<file path="config.mk">
export PLATFORM = sky130hd
export DESIGN_NAME = pgm_entry_detect
export DESIGN_NICKNAME = d
export VERILOG_FILES = /design/src/rtl/pgm_entry_pkg.sv /design/src/rtl/pgm_sync.sv /design/src/rtl/pgm_key_shift.sv /design/src/rtl/pgm_entry_fsm.sv /design/src/rtl/pgm_entry_detect.sv
export SDC_FILE = /design/constraint.sdc
export NUM_CORES = 1
export LEC_CHECK = 0
export BUFFER_PORTS_ARGS = -buffer_cell sky130_fd_sc_hd__buf_4
export CAP_MARGIN = 20
export CORE_MARGIN = 4
export CORE_UTILIZATION = 55
export DETAILED_ROUTE_END_ITERATION = 8
export HOLD_SLACK_MARGIN = 0.06
export PLACE_DENSITY = 0.75
export RECOVER_POWER = 25
export SKIP_CTS_REPAIR_TIMING = 1
export SLEW_MARGIN = 20
export SYNTH_ARGS = -nofsm -noshare
export SYNTH_HDL_FRONTEND = slang
export SYNTH_SLANG_ARGS = --single-unit
</file>
<file path="constraint.sdc">
create_clock -name clk -period 1.6 [get_ports clk]
set_input_delay 0.08 -clock clk [delete_from_list [all_inputs] [get_ports clk]]
set_output_delay 0.08 -clock clk [all_outputs]
set_load 0.01 [all_outputs]
</file>
<file path="src/rtl/pgm_entry_pkg.sv">
package pgm_entry_pkg;

  typedef enum logic [1:0] {
    ST_IDLE   = 2'd0,
    ST_RUN    = 2'd1,
    ST_LISTEN = 2'd2,
    ST_PROG   = 2'd3
  } entry_state_t;

  // Next-state rule of the entry sequencer.
  function automatic entry_state_t entry_next(entry_state_t cur, logic en, logic key_hit);
    entry_state_t nxt;
    nxt = cur;
    case (cur)
      ST_IDLE:   if (en)  nxt = ST_RUN;
      ST_RUN:    if (!en) nxt = ST_LISTEN;
      ST_LISTEN: if (en)  nxt = key_hit ? ST_PROG : ST_RUN;
      ST_PROG:   if (!en) nxt = ST_LISTEN;
      default:   nxt = ST_IDLE;
    endcase
    return nxt;
  endfunction

endpackage

</file>
<file path="src/rtl/pgm_sync.sv">
module pgm_sync #(
  parameter int W      = 3,
  parameter int STAGES = 2
) (
  input  logic         clk,
  input  logic         rst_n,
  input  logic [W-1:0] d,
  output logic [W-1:0] q
);

  logic [STAGES-1:0] chain [W];

  generate
    for (genvar i = 0; i < W; i++) begin : g_bit
      always_ff @(posedge clk or negedge rst_n) begin
        if (!rst_n) chain[i] <= '0;
        else        chain[i] <= {chain[i][STAGES-2:0], d[i]};
      end
      assign q[i] = chain[i][STAGES-1];
    end
  endgenerate

endmodule

</file>
<file path="src/rtl/pgm_key_shift.sv">
module pgm_key_shift #(
  parameter int              KEY_W = 32,
  parameter logic [KEY_W-1:0] KEY  = 32'h4D434850
) (
  input  logic clk,
  input  logic rst_n,
  input  logic sclk_s,
  input  logic data_s,
  input  logic en_s,
  input  logic listen,
  output logic key_hit
);

  localparam int               CNT_W    = $clog2(KEY_W + 2);
  localparam logic [CNT_W-1:0] CNT_FULL = CNT_W'(KEY_W);
  localparam logic [CNT_W-1:0] CNT_OVER = CNT_W'(KEY_W + 1);

  logic             sclk_q;
  logic             fall;
  logic [KEY_W-1:0] shreg;
  logic [CNT_W-1:0] cnt;

  assign fall = sclk_q & ~sclk_s;

  always_ff @(posedge clk or negedge rst_n) begin
    if (!rst_n) begin
      sclk_q <= 1'b0;
      shreg  <= '0;
      cnt    <= '0;
    end else begin
      sclk_q <= sclk_s;
      if (en_s) begin
        shreg <= '0;
        cnt   <= '0;
      end else if (fall && listen) begin
        shreg <= {shreg[KEY_W-2:0], data_s};
        if (cnt != CNT_OVER) cnt <= cnt + 1'b1;
      end
    end
  end

  assign key_hit = (cnt == CNT_FULL) && (shreg == KEY);

  AST_CNT_BOUND: assert property (@(posedge clk) disable iff (!rst_n)
    cnt <= CNT_OVER);

  AST_NO_SHIFT_IDLE: assert property (@(posedge clk) disable iff (!rst_n)
    (!listen && !en_s) |=> $stable(cnt) || cnt == '0);

endmodule

</file>
<file path="src/rtl/pgm_entry_fsm.sv">
module pgm_entry_fsm
  import pgm_entry_pkg::*;
#(
  parameter int SETTLE_CYC = 16
) (
  input  logic clk,
  input  logic rst_n,
  input  logic en_s,
  input  logic key_hit,
  output logic listen,
  output logic mode_active,
  output logic run_mode,
  output logic data_valid
);

  localparam int               SET_W    = $clog2(SETTLE_CYC + 1);
  localparam logic [SET_W-1:0] SET_DONE = SET_W'(SETTLE_CYC);

  entry_state_t     state;
  logic [SET_W-1:0] settle;

  always_ff @(posedge clk or negedge rst_n) begin
    if (!rst_n) begin
      state  <= ST_IDLE;
      settle <= '0;
    end else begin
      state <= entry_next(state, en_s, key_hit);
      if (state != ST_PROG)       settle <= '0;
      else if (settle != SET_DONE) settle <= settle + 1'b1;
    end
  end

  assign listen      = (state == ST_LISTEN);
  assign mode_active = (state == ST_PROG);
  assign run_mode    = (state == ST_RUN);
  assign data_valid  = mode_active && (settle == SET_DONE);

  AST_EXIT_PROMPT: assert property (@(posedge clk) disable iff (!rst_n)
    (mode_active && !en_s) |=> !mode_active);

  AST_VALID_IN_MODE: assert property (@(posedge clk) disable iff (!rst_n)
    data_valid |-> mode_active);

  AST_VALID_HELD: assert property (@(posedge clk) disable iff (!rst_n)
    (data_valid && en_s) |=> data_valid);

endmodule

</file>
<file path="src/rtl/pgm_entry_detect.sv">
module pgm_entry_detect #(
  parameter int               KEY_W       = 32,
  parameter logic [KEY_W-1:0] KEY         = 32'h4D434850,
  parameter int               SETTLE_CYC  = 16,
  parameter int               SYNC_STAGES = 2
) (
  input  logic clk,
  input  logic rst_n,
  input  logic pgm_en_async,
  input  logic ser_clk_async,
  input  logic ser_dat_async,
  output logic mode_active,
  output logic data_valid,
  output logic io_hiz_req,
  output logic run_mode
);

  logic [2:0] pins_s;
  logic       en_s;
  logic       sclk_s;
  logic       data_s;
  logic       key_hit;
  logic       listen;

  pgm_sync #(.W(3), .STAGES(SYNC_STAGES)) u_sync (
    .clk   (clk),
    .rst_n (rst_n),
    .d     ({pgm_en_async, ser_clk_async, ser_dat_async}),
    .q     (pins_s)
  );

  assign {en_s, sclk_s, data_s} = pins_s;

  pgm_key_shift #(.KEY_W(KEY_W), .KEY(KEY)) u_key (
    .clk     (clk),
    .rst_n   (rst_n),
    .sclk_s  (sclk_s),
    .data_s  (data_s),
    .en_s    (en_s),
    .listen  (listen),
    .key_hit (key_hit)
  );

  pgm_entry_fsm #(.SETTLE_CYC(SETTLE_CYC)) u_fsm (
    .clk         (clk),
    .rst_n       (rst_n),
    .en_s        (en_s),
    .key_hit     (key_hit),
    .listen      (listen),
    .mode_active (mode_active),
    .run_mode    (run_mode),
    .data_valid  (data_valid)
  );

  assign io_hiz_req = mode_active;

  AST_KEY_TO_MODE: assert property (@(posedge clk) disable iff (!rst_n)
    ($rose(en_s) && key_hit) |=> mode_active);

  AST_MODE_NEEDS_KEY: assert property (@(posedge clk) disable iff (!rst_n)
    $rose(mode_active) |-> $past(key_hit));

  AST_RUN_EXCLUSIVE: assert property (@(posedge clk) disable iff (!rst_n)
    !(run_mode && mode_active));

endmodule

</file>
==> results of run 1 <==
-- power by group --
part           internal, uW  total [uW]  switching, uW
sequential             1330        1340           12.4
clock                   511         930            419
combinational          39.4         119           79.8
total                  1880        2390            511
-- layout make-up --
class	count	area share
Sequential cell	52	0.519
Multi-Input combinational cell	154	0.339
Timing Repair Buffer	18	0.0608
Clock buffer	6	0.0329
Tap cell	48	0.0239
Clock inverter	2	0.0155
Inverter	6	0.00898
-- flip-flops by register name, indices dropped and copies added (netlist names) --
| signal | count |
|---|---|
| u_sync.q | 3 |
| u_key.shreg | 32 |
| u_key.cnt | 6 |
| u_fsm.settle | 5 |
| u_fsm.state | 2 |
| u_key.sclk_q | 1 |
| u_sync.chain | 3 |
-- stage by stage --
step	area, sq um	total power [uW]	setup WS (ps)	util	cells
floorplan	2240	1430	368	-	226
global placement	2360	1490	278	0.620	274
detailed placement	2360	1490	224	0.620	274
CTS	2480	2420	88.1	0.652	282
global route	2510	2500	34.8	0.660	286
finish	2510	2390	193	0.660	286
-- worst reg2reg max path, cell delays in order (launching register included) --
cell and delay (ps):
dfrtp_1 450, nand4bb_1 220, buf_4 350, nand2_1 120, a21oi_1 170
-- cell families after synthesis --
logic type | share of synthesized area
compound gates | 0.0854
xor+xnor | 0.0352
fa+ha+maj | 0.0279
buf+inv | 0.0441
flops | 0.580
mux | 0.00893
simple gates | 0.218
-- final timing paths --
path,from,to,slack (ps)
min in group asynchronous,rst_n,u_fsm.settle[4],560
worst min register to register,u_sync.chain[4],u_sync.q[0],360
worst min-delay path,u_sync.chain[4],u_sync.q[0],360
max in group asynchronous,rst_n,u_key.shreg[30],310
worst max register to register,u_fsm.state[1],u_key.shreg[9],220
worst max-delay path,u_fsm.settle[0],data_valid,190
-- layer usage --
metal,GRT usage,part of all wire,vias to the layer above,wire length (um)
met3,0.0463,0.030,7,116
met1,0.240,0.46,775,1800
met5,0,0,-,0
met2,0.263,0.49,23,1910
li1,-,-,767,-
met4,0.0564,0.014,0,53
-- cells in the mapped netlist, types with 2 or more instances --
| library cell | n |
|---|---|
| nor3_1 | 2 |
| nor4_1 | 4 |
| dfrtp_1 | 52 |
| a21oi_1 | 32 |
| nand4_1 | 5 |
| nand4bb_1 | 2 |
| ha_1 | 5 |
| inv_1 | 6 |
| nor2_1 | 10 |
| nand2_1 | 68 |
| clkbuf_1 | 4 |
| mux2i_1 | 2 |
| xor2_1 | 5 |
| xnor2_1 | 4 |
| buf_4 | 5 |
| buf_2 | 4 |
| nand3_1 | 2 |
==> flow_summary.toml, run 1 <==
[status]
status = "complete, no violations"

[place]
dp_hpwl_um = 2570
io_buffers = 8
gp_congestion = 0.738

[synthesis]
synth_top_cell_by_area = "dfrtp_1"
synth-async-reset-ratio = 1.00
synth_nets = 236
ys_ff_latch = 52
ys_types = 31
syn_inst = 226
yosys.area.top_type_share = 0.580
avgSynthCellArea_sq_um = 9.92
synth_edf_count = 0
syn_area_sq_um = 2240
ys_seq_area_frac = 0.580
synth_area_leaders = "dfrtp_1 58%, nand2_1 11%, a21oi_1 7.1%"
synth_flop_cell = "dfrtp_1"
yosysWarningCount = 0

[flow_run]
cap_violations = 0

[detailed_routing]
drt_first_pass_iters = 4
final_antenna_net_count = 0
num_vias = 1572
routedWlPerCell_um = 13.6
drc = 0
vias_per_cell = 5.50
drt_iter0_drc = 70
finalWirelength_um = 3880

[clocking]
root_buffer = "clkbuf_8"
htree_levels = 2
path_clk_slew_ps = 90
cts_buffers = 5
cts_tree = "yes"
clock_path_buffers = 2
clock_latency_ps = 310
cts.sinks = 52

[timing]
tightest_slew_ps = 1220
final.period_utilization = 0.879
worst_clock_skew_ps = 8.02
final-hold-violation-count = 0
finalMaxSlewViolations = 0
setup_viol = 0
hold-worst-slack_ps = 358
slew_headroom = 0.189
period_minus_slack_ps = 1410
clock.fmax_mhz = 711
rsz0062_at_grt = "no"
fin_tns_setup_ps = 0

[setup_path]
cp_num_buf_inv = 2
slowest_stage = "dfrtp_1"
cp.arrival_ps = 1330
crit_fanout = 3
critPathKind = "flip-flop to primary output"
required_ps = 1520
path_delay_family = "flip-flops"
reg2reg_depth = 4
cp.depth = 5
critical_path.startpoint_type = "flip-flop"
endpoint_kind = "primary output"
crit_path_max_incr_delay_ps = 400
worstPathCellList = "inv_1, ha_1, nand2_1, nor4_2, buf_4"

[layout]
areaGrowthSynthToFinish_pct = 11.9
num_antenna_cells = 0
multi_input_area_sq_um = 851
drive_gt1_frac = 0.118
layout_commonest_cell = "nand2_1"
ff_latch_area_sq_um = 1300
nFillCells = 298
layout_common_cells = "67 x nand2_1, 52 x dfrtp_1, 32 x a21oi_1"
nNetsFinal = 247

[floorplanning]
fp.dieH_um = 71.9
initial_core_util = 0.590
core_area_sq_um = 3800
pin_count = 9
fp.dieArea_sq_um = 5160
fp-row-count = 22
fp.dieW_um = 71.9

[grt]
grt_pass1_wl_um = 6980
first_global_vias = 1500
grt_antenna_before_repair = 0
grt_usage = 0.172
gr-total-overflow = 0
grt_max_degree = 53

[min_path]
hold_depth = 0
hold_class = "flip-flop to flip-flop"

[power_and_ir_drop]
ir_drop_v = 0.000638
p_leak_uw = 0.00107
powerDensity_nw_per_um2 = 954
Power figures use the tool's default switching activity.
==> run 2, diff against run 1 <==
==> constraint.sdc (replaced) <==
create_clock -name clk -period 1.6 [get_ports clk]
set_input_delay 0.16 -clock clk [delete_from_list [all_inputs] [get_ports clk]]
set_output_delay 0.16 -clock clk [all_outputs]
set_load 0.01 [all_outputs]
==> run 2 against run 1 <==
Net effect: die area unchanged; first-iteration DRC count grew 10%; sequential power is essentially flat; critical endpoint unchanged; largest power group unchanged; sequential share of layout area decreased by 0.89 points; setup slack worse by 120 ps; global-route usage unchanged; count of clock-buffer cells in the layout unchanged; clock power barely moved.
==> flow_summary.toml, run 2 (synthesis results as in run 1) <==
[status]
status = "complete, no violations"

[detailed_routing]
num_vias = 1580
drt_first_pass_iters = 4
drt_iter0_drc = 77
drc = 0
routedWlPerCell_um = 13.9
final_antenna_net_count = 0
finalWirelength_um = 4000
vias_per_cell = 5.49

[grt]
grt_antenna_before_repair = 0
first_global_vias = 1500
grt_pass1_wl_um = 6980
grt_max_degree = 53
grt_usage = 0.172
gr-total-overflow = 0

[timing]
final.period_utilization = 0.952
final-hold-violation-count = 0
setup_viol = 0
clock.fmax_mhz = 657
period_minus_slack_ps = 1520
tightest_slew_ps = 1090
worst_clock_skew_ps = 8.00
hold-worst-slack_ps = 358
finalMaxSlewViolations = 0
slew_headroom = 0.272

[power_and_ir_drop]
powerDensity_nw_per_um2 = 941
ir_drop_v = 0.000635
p_leak_uw = 0.00108

[place]
placedCellCount = 274
io_buffers = 8
dp_hpwl_um = 2570
gp_congestion = 0.738

[floorplanning]
fp-row-count = 22
fp.dieArea_sq_um = 5160
initial_core_util = 0.590
fp.dieW_um = 71.9
fp.dieH_um = 71.9
core_area_sq_um = 3800
pin_count = 9

[setup_path]
rr_startpoint = "u_key.cnt[1]"
crit_end = "data_valid"
critPathKind = "flip-flop to primary output"
rrSetupSlack_ps = 210
required_ps = 1440
crit_fanout = 3
startpoint = "u_fsm.settle[0]"
endpoint_kind = "primary output"
r2r_end = "u_fsm.state[1]"
crit_path_max_incr_delay_ps = 410
reg2reg_depth = 7
slowest_stage = "dfrtp_1"
worstPathCellList = "inv_2, ha_4, nand2_4, nor4_4, buf_4"
cp.arrival_ps = 1360
critical_path.startpoint_type = "flip-flop"

[layout]
post-route-util = 0.672
layout_common_cells = "66 x nand2_1, 52 x dfrtp_1, 32 x a21oi_1"
nFillCells = 292
layout_commonest_cell = "nand2_1"
stdcell_count = 288
drive_gt1_frac = 0.142
largest_reg_flops = 32
reg_top3 = "u_key.shreg x32, u_key.cnt x6, u_fsm.settle x5"
num_antenna_cells = 0
nNetsFinal = 249
regMostFlops = "u_key.shreg"
areaGrowthSynthToFinish_pct = 13.8

[clocking]
path_clk_slew_ps = 90
root_buffer = "clkbuf_8"
htree_levels = 2
cts_tree = "yes"
clock_path_buffers = 2
clock_latency_ps = 300
cts_buffers = 5
cts.sinks = 52

[min_path]
hold_class = "flip-flop to flip-flop"

[flow_run]
cap_violations = 0
==> run 2: critical path, delay by kind of cell, from the launching register on <==
family                     cells  cell delay (ps)
DFF                            1              410
and+or+nand+nor                2              260
buffers and inverters          2              250
adders and majority gates      1              140
==> run 2: per-layer routing <==
metal	global-route usage	routed length (um)
met5	0	0
met4	0.0564	68
met3	0.0463	120
met2	0.263	1950
met1	0.240	1860
==> run 2: worst min path at each step <==
| stage | start | end | slack (ps) | depth (start not counted) |
|---|---|---|---|---|
| 5_1_grt | u_sync.chain[4] | u_sync.q[0] | 370 | 0 |
| 3_3_place_gp | rst_n | u_fsm.settle[2] | 230 | 1 |
| 4_1_cts | rst_n | u_fsm.settle[4] | -120 | 1 |
| 2_1_floorplan | rst_n | u_fsm.settle[0] | -140 | 0 |
| 3_5_place_dp | rst_n | u_fsm.settle[4] | 220 | 1 |
| 6_report | u_sync.chain[4] | u_sync.q[0] | 360 | 0 |
==> run 2: power by group <==
group          switching, uW  internal [uW]
clock                    416            511
combinational           85.2           47.1
sequential              12.8           1330
==> run 2: through the flow <==
stage               total power (uW)  instance area [sq um]  setup TNS, ps  setup slack (ps)
finish                          2400                   2550              0              77.0
global route                    2510                   2550          -11.5             -11.5
CTS                             2420                   2480              0              8.11
detailed placement              1490                   2360              0               224
global placement                1490                   2360              0               278
floorplan                       1430                   2240              0               368
==> run 2: cell type report <==
class                      count  area [sq um]  share of cell area
timing repair buffer          20           168              0.0657
sequential                    52          1300               0.510
clock inverter                 2          38.8              0.0152
clock buffer                   6          82.6              0.0324
inverter                       6          22.5             0.00882
multi-input combinational    154           880               0.345
tap                           48          60.1              0.0235
==> run 3, diff against run 2 <==
--- a/config.mk
+++ b/config.mk
@@ -8,10 +8,10 @@
 export BUFFER_PORTS_ARGS = -buffer_cell sky130_fd_sc_hd__buf_4
 export CAP_MARGIN = 20
 export CORE_MARGIN = 4
-export CORE_UTILIZATION = 55
+export CORE_UTILIZATION = 41
 export DETAILED_ROUTE_END_ITERATION = 8
 export HOLD_SLACK_MARGIN = 0.06
-export PLACE_DENSITY = 0.75
+export PLACE_DENSITY = 0.6
 export RECOVER_POWER = 25
 export SKIP_CTS_REPAIR_TIMING = 1
 export SLEW_MARGIN = 20
==> run 3 against run 2 <==
Net effect: register-to-register slack worse by 100 ps; clock power is 17% lower; sequential power hardly changed.
==> flow_summary.toml, run 3 (synthesis results as in run 1) <==
[power_and_ir_drop]
p_comb_frac = 0.061
pwr-share-seq = 0.598
switchingPower_uw = 556
intPower_uw = 1700
ir_drop_v = 0.000579
p_total_uw = 2250
pwr-share-clk = 0.342
p_leak_uw = 0.00108
switching_share = 0.247
powerDensity_nw_per_um2 = 874

[timing]
final-hold-violation-count = 0
final.period_utilization = 0.950
slew_headroom = 0.527
setup_viol = 0
worst_slack_ps = 80.7
tightest_slew_ps = 709
finalMaxSlewViolations = 0
clock.fmax_mhz = 658
period_minus_slack_ps = 1520
worst_clock_skew_ps = 6.51

[detailed_routing]
drt_first_pass_iters = 4
vias_per_cell = 4.97
final_antenna_net_count = 0
wl_met3_um = 109
topRoutingLayerUsed = "met4"
finalWirelength_um = 4250
num_vias = 1550
drt_iter0_drc = 69
drc = 0
routed-wl-met2_um = 2080
routedWlPerCell_um = 13.6
wl_met1_um = 2010

[setup_path]
r2r_end = "u_fsm.settle[1]"
rrSetupSlack_ps = 110
endpoint_kind = "primary output"
required_ps = 1440
path_delay_family = "flip-flops"
reg2reg_depth = 7
slowest_stage = "dfrtp_1"
worstPathCellList = "inv_2, ha_4, nand2_2, nor4_4, buf_4"
critical_path.startpoint_type = "flip-flop"
critPathKind = "flip-flop to primary output"
cp.depth = 5
crit_fanout = 3
crit_path_max_incr_delay_ps = 420
cp.arrival_ps = 1360
rr_startpoint = "u_fsm.settle[0]"
cp_num_buf_inv = 2

[floorplanning]
fp-row-count = 26
fp.dieH_um = 82.0
fp.dieArea_sq_um = 6720
initial_core_util = 0.431
fp.dieW_um = 82.0
pin_count = 9
core_area_sq_um = 5200

[clocking]
path_clk_slew_ps = 100
clock_path_buffers = 2
clock_latency_ps = 310
cts_tree = "yes"
cts.sinks = 52
htree_levels = 2
root_buffer = "clkbuf_8"
cts_buffers = 5

[layout]
num_antenna_cells = 0
post-route-util = 0.495
reg_top3 = "u_key.shreg x32, u_key.cnt x6, u_fsm.settle x5"
areaGrowthSynthToFinish_pct = 15.0
nFillCells = 497
layout_common_cells = "66 x nand2_1, 52 x dfrtp_1, 32 x a21oi_1"
largest_reg_flops = 32
drive_gt1_frac = 0.145
regMostFlops = "u_key.shreg"
layout_commonest_cell = "nand2_1"
nNetsFinal = 251
stdcell_count = 312

[min_path]
hold_class = "flip-flop to flip-flop"
worstHoldStart = "u_sync.chain[0]"
hold_depth = 0
hold_end = "u_sync.q[2]"

[place]
preCtsSetupSlack_ps = 226
gp_congestion = 0.705
placedCellCount = 296
io_buffers = 8
dp_hpwl_um = 2660

[grt]
first_global_vias = 1532
grt_pass1_wl_um = 7250
grt_max_degree = 53
gr-total-overflow = 0
grt_antenna_before_repair = 0
grt_usage = 0.142

[flow_run]
cap_violations = 0

[status]
status = "complete, no violations"
## run 3: cell count changes in the layout (fill, tap and decap cells not counted), sizes merged
cell and delta:
clkbuf -1, clkinv +1, buf +2, inv +1, bufinv -1
## run 3: layout make-up
type                    instances  area (sq um)  share of cell area
clock inverters                 3          22.5             0.00874
repair buffers                 22           200              0.0777
well taps                      70          87.6              0.0340
multi-input cells             154           875               0.339
clock buffers                   5          68.8              0.0267
flip-flops and latches         52          1300               0.505
inverters                       6          22.5             0.00874
## run 3: how the worst max path moves through the flow
stage,slack (ps),start,to
after floorplan,370,u_fsm.settle[0],u_fsm.settle[1]
after global placement,270,u_fsm.settle[0],u_fsm.settle[1]
after detailed placement,230,u_key.cnt[1],u_fsm.state[1]
after CTS,2,u_fsm.state[1],data_valid
after global routing,-10,u_fsm.settle[0],u_fsm.settle[1]
final,80,u_fsm.settle[0],data_valid
## run 3: power groups by stage
stage	Sequential [uW]	Combinational [uW]	Clock [uW]
after global placement	1370	120	0
after detailed placement	1370	121	0
after floorplan	1370	61.8	0
after CTS	1350	122	803
after global routing	1350	155	853
final	1350	136	770
## run 3: per-stage QoR
| step | hold WS, ps | area [sq um] | TNS, ps |
|---|---|---|---|
| final | 357 | 2580 | 0 |
| after global routing | 370 | 2580 | -23.2 |
| after CTS | -106 | 2470 | 0 |
| after detailed placement | 238 | 2380 | 0 |
| after global placement | 238 | 2380 | 0 |
| after floorplan | -136 | 2240 | 0 |
## run 3: per-layer routing
metal / up-vias / track usage
met5: - / 0
met1: 750 / 0.187
met4: 0 / 0.0498
li1: 778 / -
met2: 17 / 0.228
met3: 5 / 0.0340
